==> config.mk <==
export PLATFORM = sky130hd
export DESIGN_NAME = mmu_tlb_ctrl
export DESIGN_NICKNAME = d
export VERILOG_FILES = /design/src/rtl/mmu_tlb_pkg.sv /design/src/rtl/mmu_regs.sv /design/src/rtl/tlb_match.sv /design/src/rtl/tlb_store.sv /design/src/rtl/mmu_tlb_ctrl.sv
export SDC_FILE = /design/constraint.sdc
export NUM_CORES = 1
export LEC_CHECK = 0
export ABC_CLOCK_PERIOD_IN_PS = 3150
export BUFFER_PORTS_ARGS = -buffer_cell sky130_fd_sc_hd__clkbuf_2
export CAP_MARGIN = 10
export CORE_MARGIN = 5
export CORE_UTILIZATION = 54
export DETAILED_ROUTE_END_ITERATION = 10
export GPL_TIMING_DRIVEN = 0
export PLACE_DENSITY = 0.84
export SLEW_MARGIN = 10
export SYNTH_ARGS = -nofsm -noshare
export SYNTH_HDL_FRONTEND = slang
export SYNTH_SLANG_ARGS = --single-unit
export TNS_END_PERCENT = 100
==> constraint.sdc <==
create_clock -name clk_i -period 3.15 [get_ports clk_i]
set_input_delay 0 -clock clk_i [delete_from_list [all_inputs] [get_ports clk_i]]
set_output_delay 0 -clock clk_i [all_outputs]
set_load 0.02 [all_outputs]
==> src/rtl/mmu_tlb_pkg.sv <==
package mmu_tlb_pkg;
  localparam int VA_W     = 32;
  localparam int PG_SHIFT = 12;
  localparam int VPN_W    = VA_W - PG_SHIFT;

  localparam logic [7:0] OFF_CTRL = 8'h00;
  localparam logic [7:0] OFF_AUX  = 8'h04;
  localparam logic [7:0] OFF_ASID = 8'h10;
  localparam logic [7:0] OFF_BASE = 8'h14;
  localparam logic [7:0] OFF_SIZE = 8'h18;

  typedef enum logic [1:0] {
    PG_4K  = 2'd0,
    PG_64K = 2'd1,
    PG_1M  = 2'd2,
    PG_RSV = 2'd3
  } pg_e;

  typedef struct packed {
    logic             valid;
    logic [VPN_W-1:0] tag;
    pg_e              pg;
    logic [VPN_W-1:0] ppn;
  } tlb_ent_t;

  // page-number bits that take part in tag compare
  function automatic logic [VPN_W-1:0] pg_mask(pg_e pg);
    case (pg)
      PG_64K:  pg_mask = {{(VPN_W-4){1'b1}}, 4'h0};
      PG_1M:   pg_mask = {{(VPN_W-8){1'b1}}, 8'h00};
      default: pg_mask = '1;
    endcase
  endfunction

  // base bits kept for a given table-size code
  function automatic logic [31:0] base_keep(logic [2:0] code);
    int sh;
    sh = 14 - int'(code);
    if (code == 3'd0) base_keep = '1;
    else              base_keep = ~((32'd1 << sh) - 32'd1);
  endfunction
endpackage

==> src/rtl/mmu_regs.sv <==
module mmu_regs
  import mmu_tlb_pkg::*;
#(
  parameter int REG_AW = 8,
  parameter int ASID_W = 8
) (
  input  logic              clk_i,
  input  logic              rst_ni,
  input  logic              wr_i,
  input  logic [REG_AW-1:0] addr_i,
  input  logic [31:0]       wdata_i,
  output logic [31:0]       rdata_o,
  output logic              en_o,
  output logic              flush_o,
  output logic [31:0]       aux_o,
  output logic [ASID_W-1:0] asid_o,
  output logic [31:0]       base_o,
  output logic [2:0]        size_o
);
  logic              en_q, flush_q;
  logic [31:0]       aux_q, base_q;
  logic [ASID_W-1:0] asid_q;
  logic [2:0]        size_q;

  always_ff @(posedge clk_i or negedge rst_ni) begin
    if (!rst_ni) begin
      en_q    <= 1'b0;
      flush_q <= 1'b0;
      aux_q   <= '0;
      base_q  <= '0;
      asid_q  <= '0;
      size_q  <= '0;
    end else begin
      flush_q <= wr_i && (addr_i == REG_AW'(OFF_CTRL)) && wdata_i[1];
      if (wr_i) begin
        case (addr_i)
          REG_AW'(OFF_CTRL): en_q   <= wdata_i[0];
          REG_AW'(OFF_AUX):  aux_q  <= wdata_i;
          REG_AW'(OFF_ASID): asid_q <= wdata_i[ASID_W-1:0];
          REG_AW'(OFF_BASE): base_q <= wdata_i & base_keep(size_q);
          REG_AW'(OFF_SIZE): size_q <= wdata_i[2:0];
          default: ;
        endcase
      end
    end
  end

  always_comb begin
    case (addr_i)
      REG_AW'(OFF_CTRL): rdata_o = {31'd0, en_q};
      REG_AW'(OFF_AUX):  rdata_o = aux_q;
      REG_AW'(OFF_ASID): rdata_o = 32'(asid_q);
      REG_AW'(OFF_BASE): rdata_o = base_q;
      REG_AW'(OFF_SIZE): rdata_o = 32'(size_q);
      default:           rdata_o = '0;
    endcase
  end

  assign en_o    = en_q;
  assign flush_o = flush_q;
  assign aux_o   = aux_q;
  assign asid_o  = asid_q;
  assign base_o  = base_q;
  assign size_o  = size_q;
endmodule

==> src/rtl/tlb_match.sv <==
module tlb_match
  import mmu_tlb_pkg::*;
(
  input  logic             valid_i,
  input  logic [VPN_W-1:0] tag_i,
  input  pg_e              pg_i,
  input  logic [VPN_W-1:0] vpn_i,
  output logic             hit_o
);
  assign hit_o = valid_i && ((vpn_i & pg_mask(pg_i)) == tag_i);
endmodule

==> src/rtl/tlb_store.sv <==
module tlb_store
  import mmu_tlb_pkg::*;
#(
  parameter int N_ENT = 4
) (
  input  logic                  clk_i,
  input  logic                  rst_ni,
  input  logic                  en_i,
  input  logic                  flush_i,
  input  logic                  fill_i,
  input  logic [VPN_W-1:0]      fill_vpn_i,
  input  logic [VPN_W-1:0]      fill_ppn_i,
  input  pg_e                   fill_pg_i,
  output tlb_ent_t [N_ENT-1:0]  ents_o
);
  localparam int IDX_W = (N_ENT > 1) ? $clog2(N_ENT) : 1;

  tlb_ent_t [N_ENT-1:0] ents_q;
  logic [IDX_W-1:0]     rr_q, free_idx, victim;
  logic                 free_found;
  logic [VPN_W-1:0]     m;

  always_comb begin
    free_found = 1'b0;
    free_idx   = '0;
    for (int i = N_ENT - 1; i >= 0; i--) begin
      if (!ents_q[i].valid) begin
        free_found = 1'b1;
        free_idx   = IDX_W'(i);
      end
    end
    victim = free_found ? free_idx : rr_q;
    m      = pg_mask(fill_pg_i);
  end

  always_ff @(posedge clk_i or negedge rst_ni) begin
    if (!rst_ni) begin
      ents_q <= '0;
      rr_q   <= '0;
    end else if (flush_i) begin
      for (int i = 0; i < N_ENT; i++) ents_q[i].valid <= 1'b0;
      rr_q <= '0;
    end else if (fill_i && en_i) begin
      ents_q[victim] <= '{valid: 1'b1, tag: fill_vpn_i & m,
                          pg: fill_pg_i, ppn: fill_ppn_i & m};
      if (!free_found) begin
        if (rr_q == IDX_W'(N_ENT - 1)) rr_q <= '0;
        else                           rr_q <= rr_q + 1'b1;
      end
    end
  end

  assign ents_o = ents_q;
endmodule

==> src/rtl/mmu_tlb_ctrl.sv <==
module mmu_tlb_ctrl
  import mmu_tlb_pkg::*;
#(
  parameter int REG_AW = 8,
  parameter int ASID_W = 8,
  parameter int N_ENT  = 4
) (
  input  logic              clk_i,
  input  logic              rst_ni,
  input  logic              reg_wr_i,
  input  logic [REG_AW-1:0] reg_addr_i,
  input  logic [31:0]       reg_wdata_i,
  output logic [31:0]       reg_rdata_o,
  input  logic              lk_req_i,
  input  logic [31:0]       lk_va_i,
  output logic              lk_hit_o,
  output logic [31:0]       lk_pa_o,
  output logic              fill_req_o,
  output logic [31:0]       fill_va_o,
  input  logic              fill_valid_i,
  input  logic [19:0]       fill_vpn_i,
  input  logic [19:0]       fill_ppn_i,
  input  logic [1:0]        fill_pg_i,
  output logic [31:0]       tbl_base_o,
  output logic [2:0]        tbl_size_o,
  output logic [ASID_W-1:0] asid_o,
  output logic [31:0]       aux_ctrl_o
);
  localparam int IDX_W = (N_ENT > 1) ? $clog2(N_ENT) : 1;

  logic                 tlb_en, tlb_flush;
  tlb_ent_t [N_ENT-1:0] ents;
  logic [N_ENT-1:0]     match;
  logic [IDX_W-1:0]     sel;
  logic [VPN_W-1:0]     lk_vpn, sel_mask, out_ppn;
  logic                 any_match;

  mmu_regs #(.REG_AW(REG_AW), .ASID_W(ASID_W)) i_regs (
    .clk_i   (clk_i),
    .rst_ni  (rst_ni),
    .wr_i    (reg_wr_i),
    .addr_i  (reg_addr_i),
    .wdata_i (reg_wdata_i),
    .rdata_o (reg_rdata_o),
    .en_o    (tlb_en),
    .flush_o (tlb_flush),
    .aux_o   (aux_ctrl_o),
    .asid_o  (asid_o),
    .base_o  (tbl_base_o),
    .size_o  (tbl_size_o)
  );

  tlb_store #(.N_ENT(N_ENT)) i_store (
    .clk_i      (clk_i),
    .rst_ni     (rst_ni),
    .en_i       (tlb_en),
    .flush_i    (tlb_flush),
    .fill_i     (fill_valid_i),
    .fill_vpn_i (fill_vpn_i),
    .fill_ppn_i (fill_ppn_i),
    .fill_pg_i  (pg_e'(fill_pg_i)),
    .ents_o     (ents)
  );

  assign lk_vpn = lk_va_i[31:PG_SHIFT];

  for (genvar g = 0; g < N_ENT; g++) begin : g_match
    tlb_match i_match (
      .valid_i (ents[g].valid),
      .tag_i   (ents[g].tag),
      .pg_i    (ents[g].pg),
      .vpn_i   (lk_vpn),
      .hit_o   (match[g])
    );
  end

  // lowest index wins on duplicate matches
  always_comb begin
    sel = '0;
    for (int i = N_ENT - 1; i >= 0; i--) begin
      if (match[i]) sel = IDX_W'(i);
    end
    any_match = |match;
    sel_mask  = pg_mask(ents[sel].pg);
    out_ppn   = ents[sel].ppn | (lk_vpn & ~sel_mask);
  end

  assign lk_hit_o   = lk_req_i && tlb_en && any_match;
  assign lk_pa_o    = lk_hit_o ? {out_ppn, lk_va_i[PG_SHIFT-1:0]} : '0;
  assign fill_req_o = lk_req_i && tlb_en && !any_match;
  assign fill_va_o  = lk_va_i;
endmodule

==> reports/results.ini <==
[finish]
drive_gt1_share_pct=42.0
final_core_util_pct=75.2
fill_cells=1317
synthToLayoutAreaGrowth_pct=37.0
antenna_cells=0
finalNetCount=1667
layoutNonFillerInstCount=1846

[pwr]
pwr_density_cell_nw_per_um2=525
p_seq_share_pct=42.6
clockPowerShare_pct=39.1
pwr-share-comb_pct=18.3
switching_power_mw=2.51
peakVddDrop_mv=0.392
total_leakage_power_nw=8.36
intPower_mw=6.42
power_mw=8.93
swShare_pct=28.1

[logic_synthesis]
ys_types=61
synth_top_area_cell=dfrtp_1
synthTopCellsByArea=dfrtp_1 51%, mux2_2 15%, nand2_1 4.6%
synthArstFlopShare_pct=100
syn_area_per_cell_um2=11.1
synth_cells=1120
synthMuxAreaShare_pct=16.2
synth_most_common_cell=dfrtp_1
syn_area_um2=12400
ys_ff_latch=251
synth_warnings=0
synthAdderAreaFrac_pct=0.906
synth-xor-area-share_pct=4.51
ys_seq_area_share_pct=50.5
synth_edf_count=0
synth_top_family_by_area=multiplexers
synth_simple_gate_area_share_pct=11.2
synth_common_cells=251 x dfrtp_1, 161 x mux2_2, 153 x nand2_1
synth_ff_type=dfrtp_1
synth_compound_area_share_pct=11.7
synth_top_area_share_pct=50.5

[placement]
gp_congestion=0.899
port_buffers=286
dpl.hpwl_um=25900
placedCellCount=1695

[min_path]
min_from=reg_addr_i[3]
hold_class=in2reg
hold_depth=4

[detailed_routing]
wl_met3_um=4850
dr_total_vias=11700
dr.first_iter.drc_count=1307
wl_met1_um=15200
drc_errors=0
wl_met2_um=21900
via_per_inst=6.32
wl_per_cell_um=24.3
firstDrtPassIters=6
routed_wl_um=44900
ant_nets=0
top_layer=met4

[worst_setup_path]
r2r-end=i_store.ents_o[148]
crit_type=reg2out
crit_start=i_store.ents_o[79]
reg2reg_from=i_store.ents_o[171]
endpoint=lk_pa_o[14]
required_ns=3.15
r2r_setup_slack_ns=0.76
cp_max_fo=4
reg2reg_depth=6
crit_arrival_ns=4.24
startpoint_type=flop
end_kind=output port

[sta]
hold_viol=0
relSlewSlack_pct=19.6
fmax_mhz=236
fin_crit_sh_pct=135
fin_ws_ns=-1.09
rsz0062_at_grt=true
finalClockSkew_ns=0.0267
worst_slew_pin_slew_ns=1.20
slew_violations=0
finalSetupTns_ns=-25.72
layout_min_cycle_time_ns=4.24
setup_viol=34

[grt]
grt_max_degree=99
grt_use_total_pct=30.9
antenna_found_initial=0
grt_pass1_vias=11900
grt_overflow=0
grt_pass1_wl_um=64900

[clocking]
cts_buffer_depth=3
clk_pin_slew_ns=0.06
clock_latency_ns=0.55
cts_buffers=28
cts_root_buffer=clkbuf_16
cts.sinks=251
tritoncts=built
htreeDepth=1

[run]
max_cap_viol_count=0

[outcome]
failed_checks=setup timing
outcome=complete, but fails checks

[floorplan]
die_x_um=162
dieArea_um2=26100
placementRows=55
core_area_um2=22600
die_y_um=162
start_util_pct=54.9
io_pins=292

[critical path: stages (launching register included)]
cell and delay (ns):
dfrtp_1 0.43, xnor2_1 0.43, nand4_1 0.42, nor4_4 0.41, nand4_1 0.31, a21boi_4 0.36, buf_8 0.17, mux2i_4 0.25
mux2i_4 0.11, ha_4 0.36, nor2b_2 0.07, o21a_1 0.20, clkbuf_8 0.16
[logic make-up (layout without fill, tap and decap cells)]
logic type | count (synthesis) | in the layout
and+or+nand+nor | 286 | 286
DFF | 251 | 251
AOI/OAI and AO/OA | 218 | 218
muxes | 181 | 181
buffers and inverters | 109 | 548
xor gates and xnor gates | 64 | 64
adders and majority gates | 9 | 9
other | 2 | 4
[state kept, by name (all words and copies together), names as in the netlist]
name	cells
i_regs.size_o	3
i_regs.aux_o	32
i_regs.flush_o	1
i_store.ents_o	172
i_regs.asid_o	8
i_regs.base_o	32
i_regs.en_o	1
i_store.rr_q	2
[routing by layer]
metal  vias to the layer above  GRT usage (%)
li1                       4772              -
met3                       268           6.95
met2                       960           53.6
met1                      5664           36.9
met5                         -              0
met4                         0           14.2
[power by group through the flow]
stage	clock network, mW	registers (mW)	logic, mW
2_1_floorplan	0	3.81	0.748
3_3_place_gp	0	3.79	1.17
3_5_place_dp	0	3.81	1.23
4_1_cts	3.49	3.76	1.42
5_1_grt	3.65	3.83	1.73
6_report	3.50	3.81	1.63
[cell type report]
cell class / count / area [µm²] / share of cell area [%]
Tap cell: 285 / 357 / 2.09
Buffer: 91 / 563 / 3.31
Clock buffer: 44 / 912 / 5.36
Inverter: 15 / 56.3 / 0.331
Timing Repair Buffer: 390 / 2760 / 16.2
Clock inverter: 8 / 97.6 / 0.573
Multi-Input combinational cell: 762 / 6000 / 35.2
Sequential cell: 251 / 6280 / 36.9
[per-stage QoR]
stage	setup WS [ns]	hold slack, ns	instance area, µm²
3_5_place_dp	-0.553	0.126	14300
4_1_cts	-0.550	0.00195	16700
5_1_grt	-1.07	0.0340	17000
3_3_place_gp	-2.95	0.227	14200
2_1_floorplan	0.196	-0.296	12400
6_report	-1.09	0.0220	17000
[how the worst min path moves through the flow]
stage	to	slack (ns)
global route	i_regs.flush_o	0.03
detailed placement	i_store.ents_o[16]	0.13
floorplan	i_regs.asid_o[0]	-0.30
CTS	i_regs.flush_o	0.002
finish	i_regs.flush_o	0.02
global placement	fill_va_o[18]	0.23
[what timing repair did]
action                     CTS  global route
setup buffers               13            10
hold endpoints to repair   341             0
hold buffers                77             0
gates cloned                 1             2
resized for setup          115            90
pin swaps                   24            43
setup endpoints to repair   33            34
[cell usage in the layout, fill, tap and decap left out, drive strengths merged, types with 13 or more instances in the layout]
cell type | synthesis | routed
mux2i | 20 | 20
dfrtp | 251 | 251
xnor2 | 42 | 42
nor2 | 37 | 37
xor2 | 22 | 22
and2 | 14 | 14
buf | 66 | 116
dlygate4sd3 | 0 | 77
inv | 15 | 16
a22o | 26 | 26
a32oi | 13 | 13
nand2 | 153 | 153
clkbuf | 28 | 332
mux2 | 161 | 161
o21ai | 102 | 102
(Power assumes the default switching activity.)
